### src/rtl/msl_pkg.sv
package msl_pkg;
    typedef enum logic [2:0] {
        ST_FREE      = 3'd0,
        ST_READY     = 3'd1,
        ST_TLB_WAIT  = 3'd2,
        ST_MEM_WAIT  = 3'd3,
        ST_DRAIN_TLB = 3'd4,
        ST_DRAIN_MEM = 3'd5
    } slot_st_e;
endpackage

### src/rtl/msl_slot.sv
module msl_slot
    import msl_pkg::*;
#(
    parameter int TID_W = 1,
    parameter int SEQ_W = 8,
    parameter int IDX_W = 3,
    parameter int CMD_W = 2
) (
    input  logic             clk,
    input  logic             rst_n,
    input  logic             alloc_we,
    input  logic [TID_W-1:0] alloc_tid,
    input  logic [SEQ_W-1:0] alloc_seq,
    input  logic [IDX_W-1:0] alloc_idx,
    input  logic [CMD_W-1:0] alloc_cmd,
    input  logic             ev_tlb_miss,
    input  logic             ev_tlb_done,
    input  logic             ev_issue,
    input  logic             ev_chk,
    input  logic             ev_rsp,
    input  logic             ev_free,
    input  logic             sq_vld,
    input  logic [TID_W-1:0] sq_tid,
    input  logic [SEQ_W:0]   sq_thr_eff,
    output logic             busy_o,
    output logic             sqd_o,
    output logic             done_o,
    output logic             mstall_o,
    output logic [TID_W-1:0] tid_o,
    output logic [SEQ_W-1:0] seq_o,
    output logic [IDX_W-1:0] idx_o,
    output logic [CMD_W-1:0] cmd_o,
    output logic             fwd_o,
    output logic             tlb_set_o,
    output logic             tlb_clr_o
);
    slot_st_e         st_q, st_d;
    logic [TID_W-1:0] tid_q;
    logic [SEQ_W-1:0] seq_q;
    logic [IDX_W-1:0] idx_q;
    logic [CMD_W-1:0] cmd_q;
    logic             done_q, mstall_q;
    logic             live, sq_hit;

    assign live   = (st_q == ST_READY) || (st_q == ST_TLB_WAIT) || (st_q == ST_MEM_WAIT);
    assign sq_hit = sq_vld && live && (tid_q == sq_tid) && ({1'b0, seq_q} > sq_thr_eff);

    // next-state logic
    always_comb begin
        st_d = st_q;
        unique case (st_q)
            ST_FREE:      if (alloc_we) st_d = ST_READY;
            ST_READY: begin
                if (sq_hit || ev_free) st_d = ST_FREE;
                else if (ev_tlb_miss)  st_d = ST_TLB_WAIT;
                else if (ev_issue)     st_d = ST_MEM_WAIT;
            end
            ST_TLB_WAIT: begin
                if (ev_tlb_done)  st_d = sq_hit ? ST_FREE : ST_READY;
                else if (sq_hit)  st_d = ST_DRAIN_TLB;
            end
            ST_MEM_WAIT: begin
                if (ev_rsp)       st_d = sq_hit ? ST_FREE : ST_READY;
                else if (sq_hit)  st_d = ST_DRAIN_MEM;
            end
            ST_DRAIN_TLB: if (ev_tlb_done) st_d = ST_FREE;
            ST_DRAIN_MEM: if (ev_rsp)      st_d = ST_FREE;
            default:      st_d = ST_FREE;
        endcase
    end

    // state register and slot fields
    always_ff @(posedge clk) begin
        if (!rst_n) begin
            st_q     <= ST_FREE;
            tid_q    <= '0;
            seq_q    <= '0;
            idx_q    <= '0;
            cmd_q    <= '0;
            done_q   <= 1'b0;
            mstall_q <= 1'b0;
        end else begin
            st_q <= st_d;
            if (st_q == ST_FREE && alloc_we) begin
                tid_q    <= alloc_tid;
                seq_q    <= alloc_seq;
                idx_q    <= alloc_idx;
                cmd_q    <= alloc_cmd;
                done_q   <= 1'b0;
                mstall_q <= 1'b0;
            end else if ((st_q == ST_MEM_WAIT || st_q == ST_DRAIN_MEM) && ev_rsp) begin
                done_q   <= 1'b1;
                mstall_q <= 1'b0;
            end else if (st_q == ST_MEM_WAIT && ev_chk) begin
                done_q   <= 1'b0;
                mstall_q <= 1'b1;
            end else if (st_q == ST_READY && ev_issue) begin
                done_q   <= 1'b0;
            end
        end
    end

    // outputs
    always_comb begin
        busy_o    = (st_q != ST_FREE);
        sqd_o     = (st_q == ST_DRAIN_TLB) || (st_q == ST_DRAIN_MEM);
        done_o    = busy_o && done_q;
        mstall_o  = busy_o && mstall_q;
        tid_o     = tid_q;
        seq_o     = seq_q;
        idx_o     = idx_q;
        cmd_o     = cmd_q;
        fwd_o     = ev_rsp && (st_q == ST_MEM_WAIT);
        tlb_set_o = ev_tlb_miss && (st_q == ST_READY) && !sq_hit && !ev_free;
        tlb_clr_o = (st_q == ST_TLB_WAIT) && (ev_tlb_done || sq_hit);
    end

    // a draining slot holds until its reply
    p_drain_hold_r6: assert property (@(posedge clk) disable iff (!rst_n)
        (st_q == ST_DRAIN_MEM && !ev_rsp) |=> (st_q == ST_DRAIN_MEM));
    // reply to a squashed slot releases it
    p_drain_release_r9: assert property (@(posedge clk) disable iff (!rst_n)
        (st_q == ST_DRAIN_MEM && ev_rsp) |=> (st_q == ST_FREE));
    // check without reply marks memory stall
    p_chk_stall_r8: assert property (@(posedge clk) disable iff (!rst_n)
        (st_q == ST_MEM_WAIT && ev_chk && !ev_rsp && !sq_hit) |=> (mstall_o && !done_o));
    // a squashed slot never returns to a live state without release
    p_sqd_stays_r7: assert property (@(posedge clk) disable iff (!rst_n)
        sqd_o |=> (sqd_o || st_q == ST_FREE));
endmodule

### src/rtl/msl_pick.sv
module msl_pick #(
    parameter int NSLOTS = 4,
    localparam int SLOT_W = (NSLOTS > 1) ? $clog2(NSLOTS) : 1
) (
    input  logic [NSLOTS-1:0] busy,
    output logic              any_free,
    output logic [SLOT_W-1:0] pick
);
    always_comb begin
        any_free = 1'b0;
        pick     = '0;
        for (int i = NSLOTS - 1; i >= 0; i--) begin
            if (!busy[i]) begin
                any_free = 1'b1;
                pick     = SLOT_W'(i);
            end
        end
    end
endmodule

### src/rtl/msl_match.sv
module msl_match #(
    parameter int NSLOTS = 4,
    parameter int SEQ_W  = 8,
    parameter int IDX_W  = 3,
    localparam int SLOT_W = (NSLOTS > 1) ? $clog2(NSLOTS) : 1
) (
    input  logic [NSLOTS-1:0]            busy,
    input  logic [NSLOTS-1:0][SEQ_W-1:0] seq,
    input  logic [NSLOTS-1:0][IDX_W-1:0] idx,
    input  logic [SEQ_W-1:0]             key_seq,
    input  logic [IDX_W-1:0]             key_idx,
    output logic                         hit,
    output logic [SLOT_W-1:0]            slot
);
    logic [NSLOTS-1:0] m;

    for (genvar g = 0; g < NSLOTS; g++) begin : g_cmp
        assign m[g] = busy[g] && (seq[g] == key_seq) && (idx[g] == key_idx);
    end

    always_comb begin
        hit  = |m;
        slot = '0;
        for (int i = NSLOTS - 1; i >= 0; i--) begin
            if (m[i]) slot = SLOT_W'(i);
        end
    end
endmodule

### src/rtl/mem_slot_table.sv
module mem_slot_table #(
    parameter int NSLOTS = 4,
    parameter int TID_W  = 1,
    parameter int SEQ_W  = 8,
    parameter int IDX_W  = 3,
    parameter int CMD_W  = 2,
    localparam int SLOT_W = (NSLOTS > 1) ? $clog2(NSLOTS) : 1,
    localparam int NTHR   = 1 << TID_W
) (
    input  logic              clk,
    input  logic              rst_n,
    input  logic              alloc_req,
    input  logic [TID_W-1:0]  alloc_tid,
    input  logic [SEQ_W-1:0]  alloc_seq,
    input  logic [IDX_W-1:0]  alloc_idx,
    input  logic [CMD_W-1:0]  alloc_cmd,
    output logic              alloc_gnt,
    output logic [SLOT_W-1:0] alloc_slot,
    input  logic [SEQ_W-1:0]  lk_seq,
    input  logic [IDX_W-1:0]  lk_idx,
    output logic              lk_hit,
    output logic [SLOT_W-1:0] lk_slot,
    input  logic [NSLOTS-1:0] tlb_miss_mask,
    input  logic [NSLOTS-1:0] tlb_done_mask,
    input  logic [NSLOTS-1:0] issue_mask,
    input  logic [NSLOTS-1:0] chk_mask,
    input  logic [NSLOTS-1:0] rsp_mask,
    input  logic [NSLOTS-1:0] free_mask,
    input  logic              sq_vld,
    input  logic [TID_W-1:0]  sq_tid,
    input  logic [SEQ_W-1:0]  sq_thr,
    input  logic              sq_memstall,
    output logic [NSLOTS-1:0] rsp_fwd,
    output logic [NSLOTS-1:0] slot_busy,
    output logic [NSLOTS-1:0] slot_sqd,
    output logic [NSLOTS-1:0] slot_done,
    output logic [NSLOTS-1:0] slot_mstall,
    output logic [NTHR-1:0]   thr_blocked
);
    logic [NSLOTS-1:0][TID_W-1:0] s_tid;
    logic [NSLOTS-1:0][SEQ_W-1:0] s_seq;
    logic [NSLOTS-1:0][IDX_W-1:0] s_idx;
    logic [NSLOTS-1:0][CMD_W-1:0] s_cmd;
    logic [NSLOTS-1:0]            s_tset, s_tclr;
    logic [SEQ_W:0]               thr_eff;
    logic                         any_free;
    logic [SLOT_W-1:0]            pick;
    logic [NTHR-1:0]              blk_q, blk_set, blk_clr;

    assign thr_eff    = {1'b0, sq_thr} + {{SEQ_W{1'b0}}, sq_memstall};
    assign alloc_gnt  = alloc_req && any_free && !blk_q[alloc_tid];
    assign alloc_slot = pick;

    msl_pick #(.NSLOTS(NSLOTS)) u_pick (
        .busy(slot_busy), .any_free(any_free), .pick(pick)
    );

    msl_match #(.NSLOTS(NSLOTS), .SEQ_W(SEQ_W), .IDX_W(IDX_W)) u_match (
        .busy(slot_busy), .seq(s_seq), .idx(s_idx),
        .key_seq(lk_seq), .key_idx(lk_idx), .hit(lk_hit), .slot(lk_slot)
    );

    for (genvar g = 0; g < NSLOTS; g++) begin : g_slot
        msl_slot #(.TID_W(TID_W), .SEQ_W(SEQ_W), .IDX_W(IDX_W), .CMD_W(CMD_W)) u_slot (
            .clk(clk), .rst_n(rst_n),
            .alloc_we(alloc_gnt && (pick == SLOT_W'(g))),
            .alloc_tid(alloc_tid), .alloc_seq(alloc_seq),
            .alloc_idx(alloc_idx), .alloc_cmd(alloc_cmd),
            .ev_tlb_miss(tlb_miss_mask[g]), .ev_tlb_done(tlb_done_mask[g]),
            .ev_issue(issue_mask[g]), .ev_chk(chk_mask[g]),
            .ev_rsp(rsp_mask[g]), .ev_free(free_mask[g]),
            .sq_vld(sq_vld), .sq_tid(sq_tid), .sq_thr_eff(thr_eff),
            .busy_o(slot_busy[g]), .sqd_o(slot_sqd[g]),
            .done_o(slot_done[g]), .mstall_o(slot_mstall[g]),
            .tid_o(s_tid[g]), .seq_o(s_seq[g]), .idx_o(s_idx[g]), .cmd_o(s_cmd[g]),
            .fwd_o(rsp_fwd[g]), .tlb_set_o(s_tset[g]), .tlb_clr_o(s_tclr[g])
        );
    end

    // per-thread translation block
    always_comb begin
        blk_set = '0;
        blk_clr = '0;
        for (int i = 0; i < NSLOTS; i++) begin
            if (s_tset[i]) blk_set[s_tid[i]] = 1'b1;
            if (s_tclr[i]) blk_clr[s_tid[i]] = 1'b1;
        end
    end

    always_ff @(posedge clk) begin
        if (!rst_n) blk_q <= '0;
        else        blk_q <= (blk_q & ~blk_clr) | blk_set;
    end

    assign thr_blocked = blk_q;

    // a granted slot is held on the next cycle
    p_alloc_taken_r2: assert property (@(posedge clk) disable iff (!rst_n)
        alloc_gnt |=> slot_busy[$past(alloc_slot)]);
    // a blocked thread gets no slot
    p_blocked_gate_r10: assert property (@(posedge clk) disable iff (!rst_n)
        (alloc_req && thr_blocked[alloc_tid]) |-> !alloc_gnt);
    // no forwarding from a squashed slot
    p_no_fwd_sqd_r9: assert property (@(posedge clk) disable iff (!rst_n)
        (rsp_fwd & slot_sqd) == '0);
endmodule

### config.mk
export PLATFORM = sky130hd
export DESIGN_NAME = mem_slot_table
export DESIGN_NICKNAME = d
export VERILOG_FILES = /design/src/rtl/msl_pkg.sv /design/src/rtl/msl_slot.sv /design/src/rtl/msl_pick.sv /design/src/rtl/msl_match.sv /design/src/rtl/mem_slot_table.sv
export SDC_FILE = /design/constraint.sdc
export NUM_CORES = 1
export LEC_CHECK = 0
export BUFFER_PORTS_ARGS = -buffer_cell sky130_fd_sc_hd__buf_2
export CELL_PAD_IN_SITES_DETAIL_PLACEMENT = 0
export CELL_PAD_IN_SITES_GLOBAL_PLACEMENT = 1
export CORE_MARGIN = 3
export CORE_UTILIZATION = 40
export DETAILED_ROUTE_END_ITERATION = 12
export GPL_ROUTABILITY_DRIVEN = 0
export GPL_TIMING_DRIVEN = 0
export HOLD_SLACK_MARGIN = 0.02
export PLACE_DENSITY_LB_ADDON = 0.25
export SETUP_SLACK_MARGIN = 0.15
export SLEW_MARGIN = 0
export SYNTH_ARGS = -nofsm -noshare
export SYNTH_HDL_FRONTEND = slang
export SYNTH_SLANG_ARGS = --single-unit
### constraint.sdc
create_clock -name clk -period 4.9 [get_ports clk]
set_input_delay 0.735 -clock clk [delete_from_list [all_inputs] [get_ports clk]]
set_output_delay 0.735 -clock clk [all_outputs]
set_load 0.005 [all_outputs]
==> results of run 1 <==
## cells in the mapped netlist (all sizes together), types with 5 or more instances
cell type	count
nand4b	7
o31ai	5
or3	6
o2111ai	5
and2	13
nand3	8
o21ai	23
ha	21
and3	5
nor2b	14
nand2	141
xnor2	33
nor3	18
mux2i	7
a31oi	6
nor4	17
nand4	13
nor2	40
clkbuf	30
o211ai	6
buf	31
dfxtp	70
nand2b	17
a21oi	80
xor2	28
inv	24
a311oi	5
nand3b	6
mux2	5
## routing by layer
metal	track usage	part of all wire	up-vias
met2	0.377	0.45	246
met1	0.349	0.46	2824
met4	0.0630	0.015	0
li1	-	-	2846
met5	0	0	-
met3	0.0427	0.075	26
## kinds of logic after synthesis
| group | Yosys count | share of synthesized area |
|---|---|---|
| simple gates | 326 | 0.294 |
| compound gates | 177 | 0.208 |
| buf+inv | 85 | 0.0756 |
| flops | 70 | 0.251 |
| xor+xnor | 62 | 0.101 |
| fa+ha+maj | 21 | 0.0471 |
| mux | 12 | 0.0227 |
## registers in the layout (all words and copies together) (netlist names)
name	cells
g_slot.u_slot.seq_o	32
g_slot.u_slot.idx_o	12
g_slot.u_slot.st_q	12
g_slot.u_slot.done_q	4
g_slot.u_slot.mstall_q	4
g_slot.u_slot.tid_o	4
thr_blocked	2
## worst max-delay path, stage by stage
cell      delay [ns]
buf_2           0.20
and4_1          0.34
nand4_1         0.14
xor2_1          0.36
ha_1            0.34
nand2_1         0.10
a221oi_1        0.05
nor3_1          0.52
o31ai_1         0.22
a21oi_2         0.27
nor2_1          0.10
or4b_1          0.52
a32o_1          0.27
## area by class of cell
class	instances	area share
clock inverters	1	0.000771
plain buffers	61	0.0511
repair buffers	84	0.0648
clock buffers	14	0.0407
well taps	176	0.0339
flip-flops and latches	70	0.216
inverters	24	0.0139
multi-input cells	598	0.579
## worst paths after layout
check / end / slack, ns / start / cells past startpoint
min reg2reg: g_slot[1].u_slot.idx_o[0]$_SDFFE_PN0P_ / 0.47 / g_slot[1].u_slot.idx_o[0]$_SDFFE_PN0P_ / 2
max: thr_blocked[1]$_SDFF_PN0_ / 0.95 / sq_thr[3] / 13
min: g_slot[1].u_slot.idx_o[0]$_SDFFE_PN0P_ / 0.47 / g_slot[1].u_slot.idx_o[0]$_SDFFE_PN0P_ / 2
max reg2reg: g_slot[1].u_slot.idx_o[1]$_SDFFE_PN0P_ / 1.76 / g_slot[1].u_slot.st_q[2]$_SDFFE_PN0P_ / 6
## power by group
part	switching, mW	total [mW]	internal [mW]
Combinational	0.453	0.732	0.279
Sequential	0.0476	0.671	0.623
Clock	0.242	0.609	0.367
## placed cells by master, fill, tap and decap left out, drive strengths merged, types with 23 or more instances in the layout
| cell type | n |
|---|---|
| o21ai | 23 |
| xor2 | 28 |
| nor2 | 40 |
| dfxtp | 70 |
| xnor2 | 33 |
| buf | 115 |
| inv | 24 |
| a21oi | 80 |
| clkbuf | 44 |
| nand2 | 141 |
## per-stage QoR
stage | hold WS, ns | setup slack [ns] | cells
6_report | 0.467 | 0.950 | 1028
5_1_grt | 0.481 | 0.786 | 1028
4_1_cts | 0.467 | 1.05 | 1028
3_5_place_dp | 0.460 | 0.716 | 1013
3_3_place_gp | 0.457 | 0.699 | 1013
2_1_floorplan | 0.443 | 1.36 | 753
==> results, run 1 <==
- For this design the top-level I/O count stands at between 90 and 100.
- The total power is 2.01 mW.
- At the end of the flow the core is filled with cells to 0.482.
- The number of synthesized register bits is 70.
- The number of buffers created by CTS is 9.
- The combined area of all synthesized cells is 5580 µm².
- The die span in y is 124 µm.
- In the final layout, the share of cells above drive strength 1 is 0.167.
- The number of gates given a new drive strength after cts is 0.
- The actual transition at the worst max-transition pin is approximately 1.1 ns.
- The total count of max-transition violations in the final report was 0.
- During synthesis, Yosys emitted a total of 0 warnings.
- The headroom to the max-slew limit is 0.283.
- TritonCTS built the clock tree.
- The final setup skew is roughly 0.0052 ns.
- The net count of the finished layout is approximately 930.
- The number of rows in the core area is 42.
- Of the post-synthesis cell area, the dominant cell type holds 0.251.
- The area growth from synthesis to layout is 16.3%.
- The number of hold violations in the final report is 0.
- The flow ran to the end, and the final reports show no timing, DRC or antenna violations.
- The die outline area is roughly 15000 µm².
- The worst-case IR drop observed on VDD is 0.178 mV.
- In the routed design, unresolved DRC markers number 0.
- The top cell type by total area after synthesis is dfxtp_1.
- The fraction of the cycle the final worst path needs is 0.806.
- Derived from the worst setup path, the maximum achievable clock frequency is about 250 MHz.
- The endpoint class of the critical path is a register.
- The dominant synthesized flop cell is dfxtp_1.
- The count of mapped cells out of synthesis is 753.
- The number of inserted diodes is 0.
- The TritonCTS sink count is 70.
- The root cell of the clock tree is clkbuf_16.
- The combined flip-flop and latch cell area is 1400 µm².
- The number of max-cap violations is 0.
- The first global-routing pass estimated between 20 and 30 mm of wire.
- The via count of the routed design is just under 6000.
- Setup repair after global routing left no endpoint under its margin.
- At the later pin of the worst-skew pair, clock insertion delay measures 0.34 ns.
- After synthesis, the cell types taking the most area are dfxtp_1, nand2_1, a21oi_1, xnor2_1, ha_1.
- The count of input and output buffers is between 80 and 90.
- The number of buffers added to fix hold violations after cts is 0.
- Of the synthesized area, sequential elements account for 0.251.
- For this configuration, the core starts out at a cell density of 0.415.
- After detailed routing, the total wire length is 18.8 mm.
- The clock period minus final worst setup slack is around 3.9 ns.
- In the routed layout, each cell is associated on average with a via count of between 5 and 6.
- The number of setup buffers added after CTS is 0.
- Setup violations remaining at the end of the flow were counted as 0.
- In the final timing run, aggregate negative setup slack is 0 ns.
- Counting flops with a built-in enable in the synthesized netlist gives 0.
- The data required time of the worst path is between 5 and 6 ns.
- After global routing the overflow that remains totals 0.
- Once placement finished, the instance area stood at a little over 6000 µm².
- The multi-input gate area in the final layout is about 3800 µm².
- The kind of critical path is in -> reg.
- The number of antenna violations at the first check in global routing was 0.
- The arrival time at the worst endpoint is about 4.2 ns.
- The analysis attributes to cell leakage a power of about 2.6 nW.
- STA classifies the critical path startpoint as an input pin.
- In the global route stage, overall resource usage came out at 0.243.
- Counting flops with an async set or reset pin after synthesis yields a share of 0.
- The count of distinct cell types in the synthesized netlist is 77.
- The floorplan core area is between 10000 and 15000 µm².
- The via count of the first global-routing pass is about 5400.
- The average instance in the mapped netlist occupies 7.41 µm².
- After filler insertion, the fill cell instance count of the layout stands at between 1000 and 1500.
- The register clock-pin slew on the reported worst setup and hold paths is 0.05 ns.
- The maximum fanout encountered on the critical timing path is 8.
- The post-detailed-placement half-perimeter wirelength is about 15 mm.
- The maximum level of the CTS H-tree is 3.
- Measured along the x axis, the die boundary spans between 100 and 150 µm.
- The largest buffer count on any clock path is 2.
- In this run the remaining antenna-violating nets after routing total 0.
- After detailed routing, the average wire length per cell comes to ~18 µm.
- Synthesis produced a netlist with a net count of 837.
- The post-route cell area is approximately 6500 µm².
- The maximum number of pins on one net before global-route repair is 11.
- In this run, the number of DRC markers left after iteration 0 of detailed routing was slightly above 400.
- The worst hold path class is reg -> reg.
- The power per cell area is just over 300 nW/µm².
- The iteration count of the initial detailed-routing pass is 5.
No activity file was read; power rests on OpenSTA's default activity.
==> run 2, diff against run 1 <==
- ABC_AREA: unset -> 1
- CORE_UTILIZATION: 40 -> 36
- clock period: 4.9 -> 3.2 ns (I/O delays scaled with it)
==> results, run 2 <==
- Outcome: finished, final reports clean (unchanged).
- The worst hold path class is in -> reg (was reg -> reg).
- The synthesized area per cell is 6.16 µm² (was 7.41 µm²).
- List of most frequent post-synthesis cells: nand2_1, nor2_1, inv_1 (was nand2_1, a21oi_1, dfxtp_1).
- The count of mapped cells out of synthesis is 866 (was 753).
- The floorplan core area is 14200 µm² (was 13500 µm²).
- The highest clock rate is 356 MHz.
- The number of synthesis warnings came to 0 (unchanged).
- The most common cell after layout, fill and taps aside is nand2_1 (unchanged).
- The number of enable flip-flop cells after synthesis was 0 (unchanged).
- The standby leakage power is 3.14 nW (was 2.56 nW).
- The clock latency on the worst-skew pair is 0.34 ns (about the same).
- The total routed wirelength is 17.4 mm (was 18.8 mm).
- The register clock-pin slew on the reported worst setup and hold paths came to 0.06 ns (was 0.05 ns).
- The iteration count of the initial detailed-routing pass is 5 (unchanged).
- The post-synthesis xor/xnor area fraction was 0.0476 (was 0.101).
- The DRC violation count after routing was 0 (unchanged).
- The endpoint class of the critical path is a register (unchanged).
- The actual transition at the worst max-transition pin was 0.757 ns (was 1.07 ns).
- The number of rows in the core area is 43 (was 42).
- The maximum level of the CTS H-tree is 3 (unchanged).
- Critical Path, Cell by Cell: buf_2 > ha_2 > nand2_1 > inv_1 > nand2_1 > nor2_1 > nand3_1 > xor2_2 > buf_4 > ha_1 > nand3_1 > nor2_1 > nand2_1 > nor2_2 > nor2_4 > nand2_4 > nand3_2 > nor2_2 > nor2_2 > a21oi_1 > nor2_1 (was buf_2 > and4_1 > nand4_1 > xor2_1 > ha_1 > nand2_1 > a221oi_1 > nor3_1 > o31ai_1 > a21oi_2 > nor2_1 > or4b_1 > a32o_1).
- The data required time of the worst path was 3.41 ns (was 5.13 ns).
- The synthesized-area fraction occupied by and/or/nand/nor cells is 0.366 (was 0.294).
- The number of inserted diodes is 0 (unchanged).
- The violation count after the first detailed-route iteration came to 468 (was 410).
- The post-layout instance count excluding filler cells is 1147 (was 1028).
- The final setup skew is 0.00519 ns (was 0.00523 ns).
- The post-route antenna net violation count is 0 (unchanged).
- The kind of critical path is in -> reg (unchanged).
- The die outline area is 16300 µm² (was 15400 µm²).
- The worst path in the final design needs a cycle of ~2.8 ns, including I/O delays and setup.
- The layout overhead on the synthesized area came to 18.9% (was 16.3%).
- The via density per instance came to 4.95 (was 5.78).
- The net count of the finished layout is 1046 (was 932).
- The synthesized netlist net count is 950 (was 837).
- The remaining global-route overflow is 0 (unchanged).
- The headroom to the max-slew limit is 0.493 (was 0.283).
- The count of distinct cell types in the synthesized netlist is 41 (was 77).
- Top cells by area, synth: dfxtp_1, nand2_1, nor2_1, inv_1, o21ai_0 (was dfxtp_1, nand2_1, a21oi_1, xnor2_1, ha_1).
- The worst ir drop on vdd is 0.293 mV (was 0.178 mV).
- The wire length of the first global-routing pass is 27.4 mm (was 28.7 mm).
- Most frequent cells in the layout: nand2_1, nor2_1, inv_1 (was nand2_1, buf_2, a21oi_1).
- The aggregate negative setup slack is 0 ns (unchanged).
- The cell depth of the worst min-delay path came to 3 (was 2).
- The combinational family with the most area after synthesis is simple AND/OR/NAND/NOR gates (unchanged).
- The worst hold slack is 0.418 ns (was 0.467 ns).
- RSZ-0062 raised after global routing: true (was false).
- The via count of the routed design is 5675 (was 5942).
- The power per cell area is 536 nW/µm² (was 310 nW/µm²).
- The average wire length per cell after detail routing is 15.2 µm (was 18.3 µm).
- The total track usage is 0.214 (was 0.243).
- The cell at the slowest stage of the critical path is ha_1 (was nor3_1).
- The count of input and output buffers came to 84 (unchanged).
- The minimum setup slack after placement was -0.0406 ns (was 0.716 ns).
- The maximum fanout encountered on the critical timing path was 6 (was 8).
- The final worst-path setup slack is 0.392 ns (was 0.950 ns).
- The most instantiated library cell after synthesis is nand2_1 (unchanged).
- The number of flip-flops under the largest register name was 32 (unchanged).
- The number of buffers added to fix hold violations after cts is 0 (unchanged).
- The top cell type by total area after synthesis is dfxtp_1 (unchanged).
- The number of top-level pins is 91 (unchanged).
- The TritonCTS sink count is 70 (unchanged).
- The fraction of final layout cells sized beyond drive strength 1 is 0.175 (was 0.167).
- The largest buffer count on any clock path is 2 (unchanged).
- The top cell type's share of synthesized area is 0.263 (was 0.251).
- The via count of the first global-routing pass was 5152 (was 5378).
- The final design utilization is 0.446 (was 0.482).
- The sequential cell area fraction in the yosys report was 0.263 (was 0.251).
- The number of antenna violations at the first check in global routing is 0 (unchanged).
- The cell count after placement was 1130 (was 1013).
- The clock tree from TritonCTS is built (unchanged).
- The initial core utilization is 0.376 (was 0.415).
- The number of hold violations in the final report is 0 (unchanged).
- The final count of negative-setup-slack endpoints is 0 (unchanged).
- The arrival time at the worst endpoint came to 3.02 ns (was 4.18 ns).
- The maximum number of pins on one net before global-route repair is 13 (was 11).
- The fraction of the cycle the final worst path needs is 0.877.
- The post-detailed-placement half-perimeter wirelength is 14.0 mm (was 14.8 mm).
- The mux cell area share after synthesis is 0 (was 0.0227).
- The total count of max-transition violations in the final report is 0 (unchanged).
- The number of max-cap violations came to 0 (unchanged).
- The combined area of all synthesized cells came to 5340 µm² (was 5580 µm²).
- The number of synthesized register bits is 70 (unchanged).
- The root cell of the clock tree is clkbuf_16 (unchanged).
- The complex-gate fraction of the synthesized area is 0.145 (was 0.208).
- The longest individual stage delay on the worst path is 0.31 ns (was 0.52 ns).
- The number of buffers created by CTS is 9 (unchanged).
- The arithmetic-cell share of the synthesized area counting full adders, half adders and majority gates came to 0.0492 (was 0.0471).
- The async set-or-reset flop fraction in the synthesized netlist is 0 (unchanged).
- The startpoint type of the worst setup path was an input pin (unchanged).
- The length in cells of the worst reg-to-reg path is 10 (was 6).
- The dominant synthesized flop cell is dfxtp_1 (unchanged).
- The die span in y is 128 µm (was 124 µm).
- The x dimension of the die is 128 µm (was 124 µm).
run 2: cell count changes in the layout (fill, tap and decap cells not counted), sizes merged, moves of 13 or more:
| cell | delta |
|---|---|
| nor4 | -15 |
| xnor2 | -19 |
| xor2 | -13 |
| inv | +101 |
| nor2 | +112 |
| clkbuf | -20 |
| nand2 | +55 |
| and2 | -13 |
| o21ai | +40 |
| nor2b | -14 |
| a21oi | -30 |
| nand3 | +39 |
| nand2b | -17 |
run 2: worst max-delay path, delay by kind of cell:
family,cells,cell delay [ns]
AOI/OAI and AO/OA,1,0.13
adders and majority gates,2,0.52
xor gates and xnor gates,1,0.23
buffers and inverters,3,0.29
and+or+nand+nor,14,1.34
run 2: routing by layer:
layer | vias up | global-route usage | share of wire
met5 | - | 0 | 0
met4 | 0 | 0.0506 | 0.011
li1 | 2951 | - | -
met3 | 15 | 0.0308 | 0.070
met2 | 193 | 0.327 | 0.42
met1 | 2516 | 0.318 | 0.50
run 2: layout make-up:
class	instances	area, µm²
clock inverters	5	81.3
flip-flops and latches	70	1400
clock buffers	11	253
plain buffers	36	213
inverters	127	477
multi-input cells	633	3260
fillers	1635	7860
repair buffers	85	428
well taps	180	225
run 2: where the power goes:
group | total [mW] | internal, mW | leakage, nW | switching (mW)
sequential | 1.13 | 0.997 | 0.569 | 0.136
clock | 1.14 | 0.725 | 0.162 | 0.415
combinational | 1.13 | 0.405 | 2.40 | 0.721
total | 3.40 | 2.13 | 3.14 | 1.27
run 2: final timing paths:
| path | from | to | slack, ns |
|---|---|---|---|
| hold / removal | chk_mask[1] | g_slot[1].u_slot.mstall_q$_SDFFE_PP0P_ | 0.42 |
| setup / recovery | sq_thr[0] | g_slot[3].u_slot.st_q[2]$_SDFFE_PN0P_ | 0.39 |
| setup reg to reg | g_slot[0].u_slot.st_q[0]$_SDFFE_PN0P_ | g_slot[3].u_slot.seq_o[1]$_SDFFE_PN0P_ | 0.56 |
| hold reg to reg | g_slot[1].u_slot.mstall_q$_SDFFE_PP0P_ | g_slot[1].u_slot.mstall_q$_SDFFE_PP0P_ | 0.46 |
run 2: logic make-up (layout without fill, tap and decap cells):
family,count (synthesis),count (layout)
xor gates and xnor gates,29,29
and+or+nand+nor,442,442
buffers and inverters,163,264
AOI/OAI and AO/OA,141,141
DFF,70,70
adders and majority gates,21,21
run 2: through the flow:
stage                     instance area (µm²)  power [mW]
after floorplan                          5340        1.87
after global placement                   5980        2.27
after detailed placement                 5980        2.27
after CTS                                6310        3.41
after global routing                     6340        3.62
final                                    6340        3.40
run 2: repair_timing:
action                     in CTS  in global routing
setup buffers                   0                  1
gates resized for setup         0                  4
setup endpoints to repair       0                 14
hold endpoints to repair        0                  0
==> run 3, diff against run 2 <==
- PLACE_DENSITY: unset -> 0.83
- PLACE_DENSITY_LB_ADDON: 0.25 -> unset
==> results, run 3 (synthesis gave the netlist of run 2 again) <==
- In this design, the critical path's most frequently occurring cell is inv_1.
- The die span in y is 128 µm (unchanged).
- The initial core utilization came to 0.376 (unchanged).
- The kind of critical path is reg -> out (was in -> reg).
- The number of antenna violations at the first check in global routing was 0 (unchanged).
- The total power is 3.30 mW (was 3.40 mW).
- The net count of the finished layout is 1045 (was 1046).
- The maximum level of the CTS H-tree is 3 (unchanged).
- The number of flip-flops under the largest register name came to 32 (unchanged).
- The number of hold violations in the final report is 0 (unchanged).
- The worst ir drop on vdd was 0.356 mV (was 0.293 mV).
- The fraction of the cycle the final worst path needs was 0.859 (was 0.877).
- The post-route antenna net violation count is 0 (unchanged).
- The clock latency on the worst-skew pair is 0.34 ns (about the same).
- Most frequent cells in the layout: nand2_1, nor2_1, inv_1 (unchanged).
- The root cell of the clock tree was clkbuf_16 (unchanged).
- The length in cells of the worst reg-to-reg path is 10 (unchanged).
- The violation count after the first detailed-route iteration is 524 (was 468).
- The number of buffers created by CTS was 9 (unchanged).
- The final worst-path setup slack is 0.450 ns (was 0.392 ns).
- The capturing element of the worst setup path was lk_slot[1] (was g_slot[3].u_slot.st_q[2]$_SDFFE_PN0P_).
- The final setup skew came to 0.00889 ns (was 0.00519 ns).
- The final design utilization is 0.443 (was 0.446).
- The number of max-cap violations is 0 (unchanged).
- The remaining global-route overflow came to 0 (unchanged).
- The maximum fanout encountered on the critical timing path is 5 (was 6).
- The standby leakage power was 3.12 nW (was 3.14 nW).
- The DRC violation count after routing is 0 (unchanged).
- The net switching power was 1.27 mW (about the same).
- The maximum number of pins on one net before global-route repair is 14 (was 13).
- The sequential group share of total power was 0.343 (was 0.333).
- The average wire length per cell after detail routing came to 14.8 µm (was 15.2 µm).
- The number of inserted diodes came to 0 (unchanged).
- The beginning of the critical path is g_slot[3].u_slot.st_q[0]$_SDFFE_PN0P_ (was sq_thr[0]).
- The layout overhead on the synthesized area is 18.1% (was 18.9%).
- The number of buffers added to fix hold violations after cts was 0 (unchanged).
- The register clock-pin slew on the reported worst setup and hold paths was 0.06 ns (about the same).
- The die outline area is 16300 µm² (unchanged).
- The net switching share of the total power was 0.385 (was 0.374).
- The cell at the slowest stage of the critical path is dfxtp_1 (was ha_1).
- The count of input and output buffers came to 84 (unchanged).
- The endpoint class of the critical path is a primary output (was register).
- The combined flip-flop and latch cell area is 1400 µm² (unchanged).
- The number of top-level pins was 91 (unchanged).
- The most common cell after layout, fill and taps aside is nand2_1 (unchanged).
- The fraction of final layout cells sized beyond drive strength 1 is 0.172 (was 0.175).
- The largest buffer count on any clock path is 2 (unchanged).
- The clock tree from TritonCTS is built (unchanged).
- The worst hold path class is in -> reg (unchanged).
- The internal power is 2.03 mW (was 2.13 mW).
- The via density per instance is 5.00 (was 4.95).
- The iteration count of the initial detailed-routing pass is 6 (was 5).
- The total track usage was 0.211 (was 0.214).
- The x dimension of the die is 128 µm (unchanged).
- The floorplan core area was 14200 µm² (unchanged).
- The proportion of power drawn by the clock network is 0.315 (was 0.335).
- The multi-input gate area in the final layout is 3250 µm² (was 3260 µm²).
- RSZ-0062 raised after global routing: false (was true).
- The power per cell area is 524 nW/µm² (was 536 nW/µm²).
- The actual transition at the worst max-transition pin came to 0.748 ns (was 0.757 ns).
- The total count of max-transition violations in the final report came to 0 (unchanged).
- The reg-to-reg startpoint is g_slot[0].u_slot.st_q[0]$_SDFFE_PN0P_ (unchanged).
- The highest clock rate is 364 MHz (was 356 MHz).
- The number of rows in the core area is 43 (unchanged).
- The via count of the first global-routing pass came to 5179 (was 5152).
- The number of fill cells in the layout is 1608 (was 1635).
- The aggregate negative setup slack was 0 ns (unchanged).
- The logic gate share of total power is 0.341 (was 0.331).
- The endpoint of the lowest-slack register-to-register path was g_slot[3].u_slot.seq_o[1]$_SDFFE_PN0P_ (unchanged).
- The startpoint type of the worst setup path is a register (was input pin).
- Critical Path, Cell by Cell: nor2_1 > inv_1 > nor2_1 > inv_1 > nand3_1 > nor3_1 > nand4_1 > nor4_1 > inv_1 > nand2_1 > inv_1 > nor2_1 > buf_2 (was buf_2 > ha_2 > nand2_1 > inv_1 > nand2_1 > nor2_1 > nand3_1 > xor2_2 > buf_4 > ha_1 > nand3_1 > nor2_1 > nand2_1 > nor2_2 > nor2_4 > nand2_4 > nand3_2 > nor2_2 > nor2_2 > a21oi_1 > nor2_1).
- The via count of the routed design is 5726 (was 5675).
- Outcome: finished, final reports clean (unchanged).
- The final count of negative-setup-slack endpoints is 0 (unchanged).
- The wire length of the first global-routing pass was 27.2 mm (was 27.4 mm).
- The minimum setup slack after placement is 0.0340 ns (was -0.0406 ns).
- The headroom to the max-slew limit is 0.500 (was 0.493).
- The arrival time at the worst endpoint is 2.27 ns (was 3.02 ns).
- The post-detailed-placement half-perimeter wirelength was 13.7 mm (was 14.0 mm).
- The TritonCTS sink count is 70 (unchanged).
- The data required time of the worst path is 2.72 ns (was 3.41 ns).
- The reg-to-reg setup timing slack is 0.59 ns (was 0.56 ns).
- The longest individual stage delay on the worst path is 0.39 ns (was 0.31 ns).
- The clock period minus final worst setup slack is 2.75 ns (was 2.81 ns).
- The total routed wirelength is 17.0 mm (was 17.4 mm).
## run 3: layer usage
metal  GRT usage  share of wire  vias up
met3      0.0308          0.052       22
met5           0              0        -
met4      0.0605          0.019        0
met2       0.322           0.43      154
li1            -              -     2961
met1       0.308           0.50     2589
## run 3: worst min-delay path by stage
stage | from | endpoint | slack, ns | cells after the start
2_1_floorplan | g_slot[0].u_slot.mstall_q$_SDFFE_PP0P_ | g_slot[0].u_slot.mstall_q$_SDFFE_PP0P_ | 0.43 | 2
3_3_place_gp | g_slot[0].u_slot.mstall_q$_SDFFE_PP0P_ | g_slot[0].u_slot.mstall_q$_SDFFE_PP0P_ | 0.44 | 2
3_5_place_dp | g_slot[0].u_slot.mstall_q$_SDFFE_PP0P_ | g_slot[0].u_slot.mstall_q$_SDFFE_PP0P_ | 0.45 | 2
4_1_cts | chk_mask[1] | g_slot[1].u_slot.mstall_q$_SDFFE_PP0P_ | 0.41 | 3
5_1_grt | chk_mask[1] | g_slot[1].u_slot.mstall_q$_SDFFE_PP0P_ | 0.43 | 3
6_report | chk_mask[1] | g_slot[1].u_slot.mstall_q$_SDFFE_PP0P_ | 0.42 | 3
## run 3: layout make-up
type	count	share of cell area
clock buffers	10	0.0379
repair buffers	84	0.0667
inverters	127	0.0757
well taps	180	0.0358
flip-flops and latches	70	0.222
clock inverters	6	0.0109
plain buffers	36	0.0338
multi-input cells	633	0.517
## run 3: timing repair
action / in CTS / in global routing
buffers inserted: 0 / 0
gates resized for setup: 0 / 2
endpoints found under the setup margin: 0 / 12
## run 3: power by group through the flow
stage	clock network (mW)	registers, mW	logic [mW]
floorplan	0	1.10	0.776
global placement	0	1.14	1.11
detailed placement	0	1.14	1.11
CTS	1.06	1.13	1.12
global route	1.09	1.15	1.29
finish	1.04	1.13	1.13
## run 3: worst max-delay path: cells and delay by family, from the launching register on
family                 cells  cell delay (ns)
AND/OR/NAND/NOR            8             1.01
buffers and inverters      5             0.53
flip-flops                 1             0.39
## run 3: metrics by stage
| stage | hold slack (ns) | instances | cell area (µm²) |
|---|---|---|---|
| 2_1_floorplan | 0.428 | 866 | 5340 |
| 3_3_place_gp | 0.443 | 1130 | 5980 |
| 3_5_place_dp | 0.446 | 1130 | 5980 |
| 6_report | 0.425 | 1146 | 6300 |
| 5_1_grt | 0.427 | 1146 | 6300 |
| 4_1_cts | 0.413 | 1146 | 6290 |
